### src/rtl/vstat_pkg.sv
package vstat_pkg;
  localparam int LINE_W      = 9;
  localparam int DOT_W       = 9;
  localparam int X_W         = 8;
  localparam int ADDR_W      = 3;
  localparam int DATA_W      = 8;
  localparam int VBL_LINE    = 241;
  localparam int PRE_LINE    = 261;
  localparam int SET_DOT     = 1;
  localparam int S0_DELAY    = 2;
  localparam logic [ADDR_W-1:0] STATUS_ADDR = 3'd2;
  localparam int VBL_BIT     = 7;
  localparam int S0_BIT      = 6;
endpackage

### src/rtl/vstat_cpu_if.sv
module vstat_cpu_if
  import vstat_pkg::*;
(
  input  logic              clk,
  input  logic              rst_n,
  input  logic [ADDR_W-1:0] cpu_addr,
  input  logic              cpu_rw,
  input  logic              m2,
  input  logic              vbl,
  input  logic              s0,
  output logic              io_ce_n,
  output logic              rd_end,
  output logic [DATA_W-1:0] rd_data
);
  logic rd_stb, rd_stb_q;

  assign io_ce_n = ~m2;
  assign rd_stb  = ~io_ce_n & cpu_rw & (cpu_addr == STATUS_ADDR);

  always_ff @(posedge clk) begin
    if (!rst_n) rd_stb_q <= 1'b0;
    else        rd_stb_q <= rd_stb;
  end

  assign rd_end = rd_stb_q & ~rd_stb;

  always_comb begin
    rd_data = '0;
    if (rd_stb) begin
      rd_data[VBL_BIT] = vbl;
      rd_data[S0_BIT]  = s0;
    end
  end
endmodule

### src/rtl/vstat_vbl.sv
module vstat_vbl
  import vstat_pkg::*;
(
  input  logic             clk,
  input  logic             rst_n,
  input  logic             ph0,
  input  logic [LINE_W-1:0] line,
  input  logic [DOT_W-1:0]  dot,
  input  logic             rd_end,
  input  logic             pre_clr,
  output logic             vbl
);
  logic set_stb;
  assign set_stb = ph0 && (line == LINE_W'(VBL_LINE)) && (dot == DOT_W'(SET_DOT));

  always_ff @(posedge clk) begin
    if (!rst_n)                 vbl <= 1'b0;
    else if (set_stb)           vbl <= 1'b1;
    else if (pre_clr || rd_end) vbl <= 1'b0;
  end
endmodule

### src/rtl/vstat_s0.sv
module vstat_s0
  import vstat_pkg::*;
(
  input  logic             clk,
  input  logic             rst_n,
  input  logic             ph1,
  input  logic [DOT_W-1:0] dot,
  input  logic             overlap,
  input  logic [X_W-1:0]   x,
  input  logic             pre_clr,
  output logic             s0
);
  logic             pend;
  logic [DOT_W-1:0] tgt;
  logic             fire;

  assign fire = pend && ph1 && (dot == tgt);

  always_ff @(posedge clk) begin
    if (!rst_n) begin
      pend <= 1'b0;
      tgt  <= '0;
      s0   <= 1'b0;
    end else if (pre_clr) begin
      pend <= 1'b0;
      s0   <= 1'b0;
    end else begin
      if (fire) begin
        s0   <= 1'b1;
        pend <= 1'b0;
      end
      if (overlap && !s0 && !pend) begin
        pend <= 1'b1;
        tgt  <= DOT_W'(x) + DOT_W'(S0_DELAY);
      end
    end
  end
endmodule

### src/rtl/vstat_flags.sv
module vstat_flags
  import vstat_pkg::*;
(
  input  logic              clk,
  input  logic              rst_n,
  input  logic              dot_ph0,
  input  logic              dot_ph1,
  input  logic [LINE_W-1:0] line_cnt,
  input  logic [DOT_W-1:0]  dot_cnt,
  input  logic              s0_overlap,
  input  logic [X_W-1:0]    s0_x,
  input  logic [ADDR_W-1:0] cpu_addr,
  input  logic              cpu_rw,
  input  logic              m2,
  output logic              io_ce_n,
  output logic [DATA_W-1:0] rd_data,
  output logic              vblank,
  output logic              s0_hit
);
  logic pre_clr, rd_end;

  assign pre_clr = dot_ph0 && (line_cnt == LINE_W'(PRE_LINE)) &&
                   (dot_cnt == DOT_W'(SET_DOT));

  vstat_cpu_if u_cpu (
    .clk(clk), .rst_n(rst_n), .cpu_addr(cpu_addr), .cpu_rw(cpu_rw), .m2(m2),
    .vbl(vblank), .s0(s0_hit), .io_ce_n(io_ce_n), .rd_end(rd_end),
    .rd_data(rd_data)
  );

  vstat_vbl u_vbl (
    .clk(clk), .rst_n(rst_n), .ph0(dot_ph0), .line(line_cnt), .dot(dot_cnt),
    .rd_end(rd_end), .pre_clr(pre_clr), .vbl(vblank)
  );

  vstat_s0 u_s0 (
    .clk(clk), .rst_n(rst_n), .ph1(dot_ph1), .dot(dot_cnt),
    .overlap(s0_overlap), .x(s0_x), .pre_clr(pre_clr), .s0(s0_hit)
  );
endmodule

### config.mk
export PLATFORM = sky130hd
export DESIGN_NAME = vstat_flags
export DESIGN_NICKNAME = d
export VERILOG_FILES = /design/src/rtl/vstat_pkg.sv /design/src/rtl/vstat_cpu_if.sv /design/src/rtl/vstat_vbl.sv /design/src/rtl/vstat_s0.sv /design/src/rtl/vstat_flags.sv
export SDC_FILE = /design/constraint.sdc
export NUM_CORES = 1
export LEC_CHECK = 0
export BUFFER_PORTS_ARGS = -buffer_cell sky130_fd_sc_hd__buf_2
export CAP_MARGIN = 0
export CORE_AREA = 2 2 59 61
export DETAILED_ROUTE_END_ITERATION = 8
export DIE_AREA = 0 0 61 63
export GPL_TIMING_DRIVEN = 1
export MAX_ROUTING_LAYER = met4
export PLACE_DENSITY = 0.6
export SYNTH_ARGS = -nofsm -noshare
export SYNTH_HDL_FRONTEND = slang
export SYNTH_HIERARCHICAL = 1
export SYNTH_SLANG_ARGS = --single-unit
### constraint.sdc
create_clock -name clk -period 1.9 [get_ports clk]
set_input_delay 0.38 -clock clk [delete_from_list [all_inputs] [get_ports clk]]
set_output_delay 0.38 -clock clk [all_outputs]
set_load 0.02 [all_outputs]
==> results.yml, run 1 <==
yosys:
  synth_mux_area_share_pct: 2.19
  synth_area_um2: 913
  syn_inst: 94
  yosys.area_share.adder_pct: 1.37
  synth-simple-area-share_pct: 34.1
  synth_enable_flop_cells: 0
  yosys_warnings: 6
  async_flop_share_pct: 0
  synth-seq-cells: 13
  ys.flop_type: "dfxtp_1"
  synth_top_family_by_area: "simple AND/OR/NAND/NOR gates"
  synth-xor-area-share_pct: 13.4
  synth.distinct_cells: 35
  synth_compound_area_share_pct: 11.0
  synth_seq_area_share_pct: 28.5
  syn_avg_cell_area_um2: 9.72
global_route:
  grt_overflow: 0
  first_global_vias: 798
  grt_antenna_before_repair: 0
  grt_use_total_pct: 11.0
  grt_max_degree: 17
  grt_first_pass_wirelength_um: 3230
detailed_routing:
  drc: 0
  wl_met1_um: 978
  wl_met3_um: 180
  vias_per_cell: 4.54
  drtIter0Drc: 22
  num_vias: 831
  ant_nets: 0
  firstDrtPassIters: 4
  wirelength_um: 2050
  met2WireLength_um: 880
  topRoutingLayerUsed: "met4"
  wl_per_cell_um: 11.2
cts:
  post_cts_buffers: 0
  cts_root_buf: "clkbuf_4"
  cts-hold-fix-buffers: 0
  cts_tree: "built"
  path_clk_slew_ps: 70
  cts_made_buffers: 3
  clock_path_buffers: 2
  cts_resized: 0
  clock-sinks: 13
  h-tree-depth: 1
  clock_latency_ps: 260
pwr:
  swShare_pct: 28.1
  ir_drop_mv: 0.136
  p_sw_uw: 173
  leakagePower_uw: 0.000494
  p_per_area_nw_per_um2: 528
  seq_power_share_pct: 48.6
  clkPwrFrac_pct: 26.0
  cell_internal_pwr_uw: 443
  comb_power_share_pct: 25.4
floorplanning:
  std_cell_rows: 21
  boundaryPins: 47
  die-area_um2: 3840
  die_h_um: 63
  start_util_pct: 28.3
  core_um2: 3230
  die_w_um: 61
finish:
  fillers: 366
  area_growth_pct: 27.8
  drive_gt1_share_pct: 42.3
  mostFrequentLayoutCells: "40 x buf_2, 13 x dfxtp_1, 13 x xnor2_1"
  nets: 175
  seqCellArea_um2: 260
  multi_input_area_um2: 589
  num_antenna_cells: 0
  layout_commonest_cell: "buf_2"
job:
  maxCapViolCount: 0
timing:
  maxSlewViolCount: 0
  hold_violations: 0
  timing.final.ws_setup_ps: 356
  timing.fmax_mhz: 648
  setup-violations-final: 0
  post-route-period-util_pct: 81.3
  fin_crit_ps: 1540
  clock_skew_ps: 0.410
  worstMarginPinSlew_ps: 609
  max_slew_margin_pct: 59.2
  final.setup.tns_ps: 0
  rsz0062_at_grt: "false"
worst_setup_path:
  path_class: "primary input to register"
  worstPathArrival_ps: 1700
  critPathMaxStageDelay_ps: 520
  cp-start-kind: "primary input"
  path_max_fanout: 16
  critical_path.cell_chain: "buf_2, and4b_1, nand4_1, nor4_2, nor3_4, mux2i_1, nor2_1"
  worstPathRequired_ps: 2050
  slowest_stage: "nor3_4"
  endpoint_kind: "register"
placement:
  detailed_place_hpwl_um: 1770
  io_buffer_count: 40
  pre_cts_slack_ps: 63.3
  place_congestion: 0.810
hold_path:
  hold_path_class: "primary input to register"
run_status:
  status: "completed"
-- critical path, delay by kind of cell --
| kind | cells | cell delay [ps] |
|---|---|---|
| multiplexers | 1 | 260 |
| buffers and inverters | 1 | 120 |
| AND/OR/NAND/NOR | 5 | 940 |
-- final cells by class --
| class | instances | area share (%) |
|---|---|---|
| clock buffers | 4 | 2.25 |
| repair buffers | 41 | 17.8 |
| multi-input cells | 72 | 50.5 |
| well taps | 46 | 4.93 |
| inverters | 7 | 2.25 |
| flip-flops and latches | 13 | 22.3 |
-- cell families after synthesis --
logic type               count (synthesis)
multiplexers                             2
AO/OA/AOI/OAI                           12
adder cells (fa/ha/maj)                  1
flip-flops                              13
buffers and inverters                   14
AND/OR/NAND/NOR                         37
XOR/XNOR                                14
other                                    1
-- through the flow --
stage	util, %	cells	hold slack [ps]	instance area [µm²]	total power (µW)
floorplan	-	99	467	932	403
global placement	35.3	179	490	1140	458
detailed placement	35.3	179	501	1140	463
CTS	36.1	183	323	1170	628
global route	36.1	183	328	1170	659
finish	36.1	183	330	1170	616
-- sequential cells by signal (all words and copies together), names as in the netlist --
name / cells
u_cpu/rd_stb_q: 1
u_vbl/vbl: 1
u_s0/s0: 1
u_s0/pend: 1
u_s0/tgt: 9
-- final timing paths --
kind | startpoint | endpoint | slack, ps | cells after the start
setup / recovery | dot_cnt[0] | u_s0/tgt[0]$_SDFFE_PN0P_ | 360 | 7
hold reg to reg | u_s0/tgt[8]$_SDFFE_PN0P_ | u_s0/tgt[8]$_SDFFE_PN0P_ | 510 | 2
setup reg to reg | u_s0/s0$_SDFFE_PP0P_ | u_s0/tgt[0]$_SDFFE_PN0P_ | 510 | 4
hold / removal | s0_x[1] | u_s0/tgt[1]$_SDFFE_PN0P_ | 330 | 2
-- power by group through the flow --
| stage | logic [µW] | clock network, µW | registers [µW] |
|---|---|---|---|
| 3_5_place_dp | 157 | 0 | 306 |
| 6_report | 156 | 160 | 299 |
| 5_1_grt | 173 | 185 | 301 |
| 3_3_place_gp | 153 | 0 | 305 |
| 4_1_cts | 158 | 170 | 299 |
| 2_1_floorplan | 100 | 0 | 302 |
-- metal layers --
| metal | track usage, % | up-vias |
|---|---|---|
| met2 | 17.2 | 39 |
| met3 | 1.86 | 2 |
| met4 | 3.26 | 0 |
| met1 | 14.4 | 372 |
| met5 | - | - |
| li1 | - | 418 |
-- synthesized netlist by cell type, types with 2 or more instances --
master	n	share of area [%]
xnor2_1	13	12
nand4b_1	2	1.9
mux2i_1	2	2.2
dfxtp_1	13	28
a211oi_2	2	2.7
nand2b_4	2	3.0
a211oi_1	3	2.5
inv_1	6	2.5
nor3_1	4	2.2
nor2_1	7	2.9
buf_4	6	4.9
nor4b_2	4	6.6
and3_1	3	2.1
nand3_1	3	1.6
nand4_1	3	2.1
nor4_2	2	2.7
Note: power is estimated with default switching activity, not from simulation.
==> inputs of run 2 (changes only) <==
ABC_AREA = 1   (was default)
CORE_AREA = 2 2 63 65   (was 2 2 59 61)
DIE_AREA = 0 0 65 67   (was 0 0 61 63)
clock period = 1.3 ns   (was 1.9 ns; I/O delays follow)
==> run 2 against run 1 <==
Compared with the run above: via count increased by 34%; design area increased by 20%; critical endpoint is now rd_data[6]; register-to-register slack got worse by 360 ps; core utilization rose by 2.8 points; final cell count is 54% higher; non-clock buffer count up 11; combinational power up 81%; routed wire length up 13%; flip-flop and latch count unchanged; highest routed layer unchanged; die area rose by 13%; first-iteration DRC count increased by 14%.
==> results.yml, run 2 <==
run_status:
  status: "completed"
yosys:
  synth_area_um2: 1050
  async_flop_share_pct: 0
  synth_enable_flop_cells: 0
  syn_avg_cell_area_um2: 5.82
  syn_inst: 180
  ys.flop_type: "dfxtp_1"
  yosys_warnings: 6
  synth_top_area_share_pct: 24.9
  synth.distinct_cells: 27
  yosysMostFrequentCell: "inv_1"
  synth_area_leader_cell: "dfxtp_1"
  synth-seq-cells: 13
  yosys-top-cells-count: "42 x inv_1, 39 x nand2_1, 27 x nor2_1, 13 x dfxtp_1, 11 x a21oi_1"
  synth.area.top_cells: "dfxtp_1 25%, inv_1 15%, nand2_1 14%, nor2_1 9.7%, a21oi_1 5.3%"
  synth_seq_area_share_pct: 24.9
placement:
  detailed_place_hpwl_um: 2000
  place_congestion: 0.800
  pre_cts_slack_ps: -146
  dp.cells: 278
  io_buffer_count: 40
timing:
  hold_slack_ps: 239
  timing.final.ws_setup_ps: 131
  fin_crit_ps: 1170
  timing.fmax_mhz: 855
  post-route-period-util_pct: 89.9
  clock_skew_ps: 0.328
  maxSlewViolCount: 0
  hold_violations: 0
  final.setup.tns_ps: 0
  setup-violations-final: 0
  rsz0062_at_grt: "false"
floorplanning:
  die-area_um2: 4360
  core_um2: 3610
  boundaryPins: 47
  die_h_um: 67
  start_util_pct: 29.0
  std_cell_rows: 22
  die_w_um: 65
finish:
  num_antenna_cells: 0
  mostFrequentLayoutCells: "42 x inv_1, 40 x buf_2, 39 x nand2_1"
  nets: 272
  largest_register_ffs: 9
  area_growth_pct: 34.1
  drive_gt1_share_pct: 29.5
  layout_commonest_cell: "inv_1"
  largest-register: "u_s0/tgt"
  fillers: 394
  instances_no_fill: 282
worst_setup_path:
  critical_path.cell_chain: "inv_1, nor2_1, buf_2"
  ff2ff_setup_slack_ps: 150
  r2r_start: "u_s0/pend$_SDFFE_PP0P_"
  critPathMaxStageDelay_ps: 370
  worstPathArrival_ps: 910
  reg2reg_depth: 7
  crit_buf_inv: 2
  cp_top_family: "flip-flops"
  path_max_fanout: 4
  reg2reg_to: "u_s0/tgt[6]$_SDFFE_PN0P_"
  endpoint_kind: "output port"
  path_class: "register to output port"
  slowest_stage: "dfxtp_1"
  worstPathRequired_ps: 1040
  cp-start-kind: "register"
cts:
  path_clk_slew_ps: 50
  cts_tree: "built"
  cts_made_buffers: 3
  clock-sinks: 13
  cts_root_buf: "clkbuf_8"
  cts-hold-fix-buffers: 0
  h-tree-depth: 1
  clock_path_buffers: 2
  post_cts_buffers: 0
  clock_latency_ps: 240
global_route:
  first_global_vias: 957
  grt_overflow: 0
  grt_use_total_pct: 11.5
  grt_first_pass_wirelength_um: 3710
  grt_max_degree: 10
  grt_antenna_before_repair: 0
detailed_routing:
  drtIter0Drc: 25
  wirelength_um: 2310
  drc: 0
  firstDrtPassIters: 4
  wl_per_cell_um: 8.18
  vias_per_cell: 3.94
  ant_nets: 0
  num_vias: 1112
hold_path:
  worstHoldStart: "s0_x[1]"
  whs_path_depth: 2
  whs_endpoint: "u_s0/tgt[1]$_SDFFE_PN0P_"
  hold_path_class: "primary input to register"
pwr:
  p_total_uw: 1080
  leakagePower_uw: 0.000797
  p_per_area_nw_per_um2: 770
  ir_drop_mv: 0.296
job:
  maxCapViolCount: 0
[run 2: changes by cell type after synthesis, sizes merged, moves of 4 or more]
cell    delta
nand3      +5
a21oi     +10
a211oi     -5
nor2      +24
inv       +39
o21ai      +8
nor4b      -4
nand2     +41
xnor2     -12
[run 2: timing repair]
action,CTS,global route
setup endpoints to repair,0,2
endpoints found under the hold margin,0,0
gates resized for setup,0,1
[run 2: kinds of logic after synthesis]
group | share of synthesized area [%]
simple gates | 37.3
buf+inv | 21.9
compound gates | 11.1
flops | 24.9
xor+xnor | 3.35
fa+ha+maj | 1.19
other cells | 0.358
[run 2: how the worst max path moves through the flow]
| stage | start | cells past startpoint | slack (ps) | to |
|---|---|---|---|---|
| finish | u_s0/s0$_SDFFE_PP0P_ | 3 | 130 | rd_data[6] |
| global route | dot_cnt[3] | 11 | 40 | u_s0/tgt[7]$_SDFFE_PN0P_ |
| CTS | dot_cnt[1] | 11 | 100 | u_s0/tgt[7]$_SDFFE_PN0P_ |
| detailed placement | dot_cnt[1] | 11 | -150 | u_s0/tgt[7]$_SDFFE_PN0P_ |
| global placement | dot_cnt[1] | 11 | -110 | u_s0/tgt[7]$_SDFFE_PN0P_ |
| floorplan | dot_cnt[1] | 9 | 140 | u_s0/tgt[3]$_SDFFE_PN0P_ |
[run 2: layout make-up]
cell class	instances	area, µm²	area share (%)
multi-input combinational	120	579	41.3
sequential	13	260	18.5
inverter	45	169	12.0
timing repair buffer	52	290	20.7
tap	48	60.1	4.28
clock buffer	4	45.0	3.21
[run 2: per-layer routing]
layer | vias up | track usage, % | routed length [µm]
met5 | - | - | 0
met4 | 0 | 5.59 | 36
li1 | 628 | - | -
met2 | 39 | 18.2 | 950
met3 | 4 | 2.36 | 208
met1 | 441 | 14.1 | 1110
[run 2: power by group]
group          leakage, µW  internal, µW  switching [µW]  total [µW]
sequential        0.000107           426            17.9         444
clock            0.0000228           216             139         355
combinational     0.000667           127             155         282
[run 2: stage by stage]
| stage | instance area [µm²] | utilization, % |
|---|---|---|
| 6_report | 1400 | 38.9 |
| 5_1_grt | 1400 | 38.9 |
| 4_1_cts | 1400 | 38.9 |
| 3_5_place_dp | 1360 | 37.6 |
| 3_3_place_gp | 1360 | 37.6 |
| 2_1_floorplan | 1070 | - |
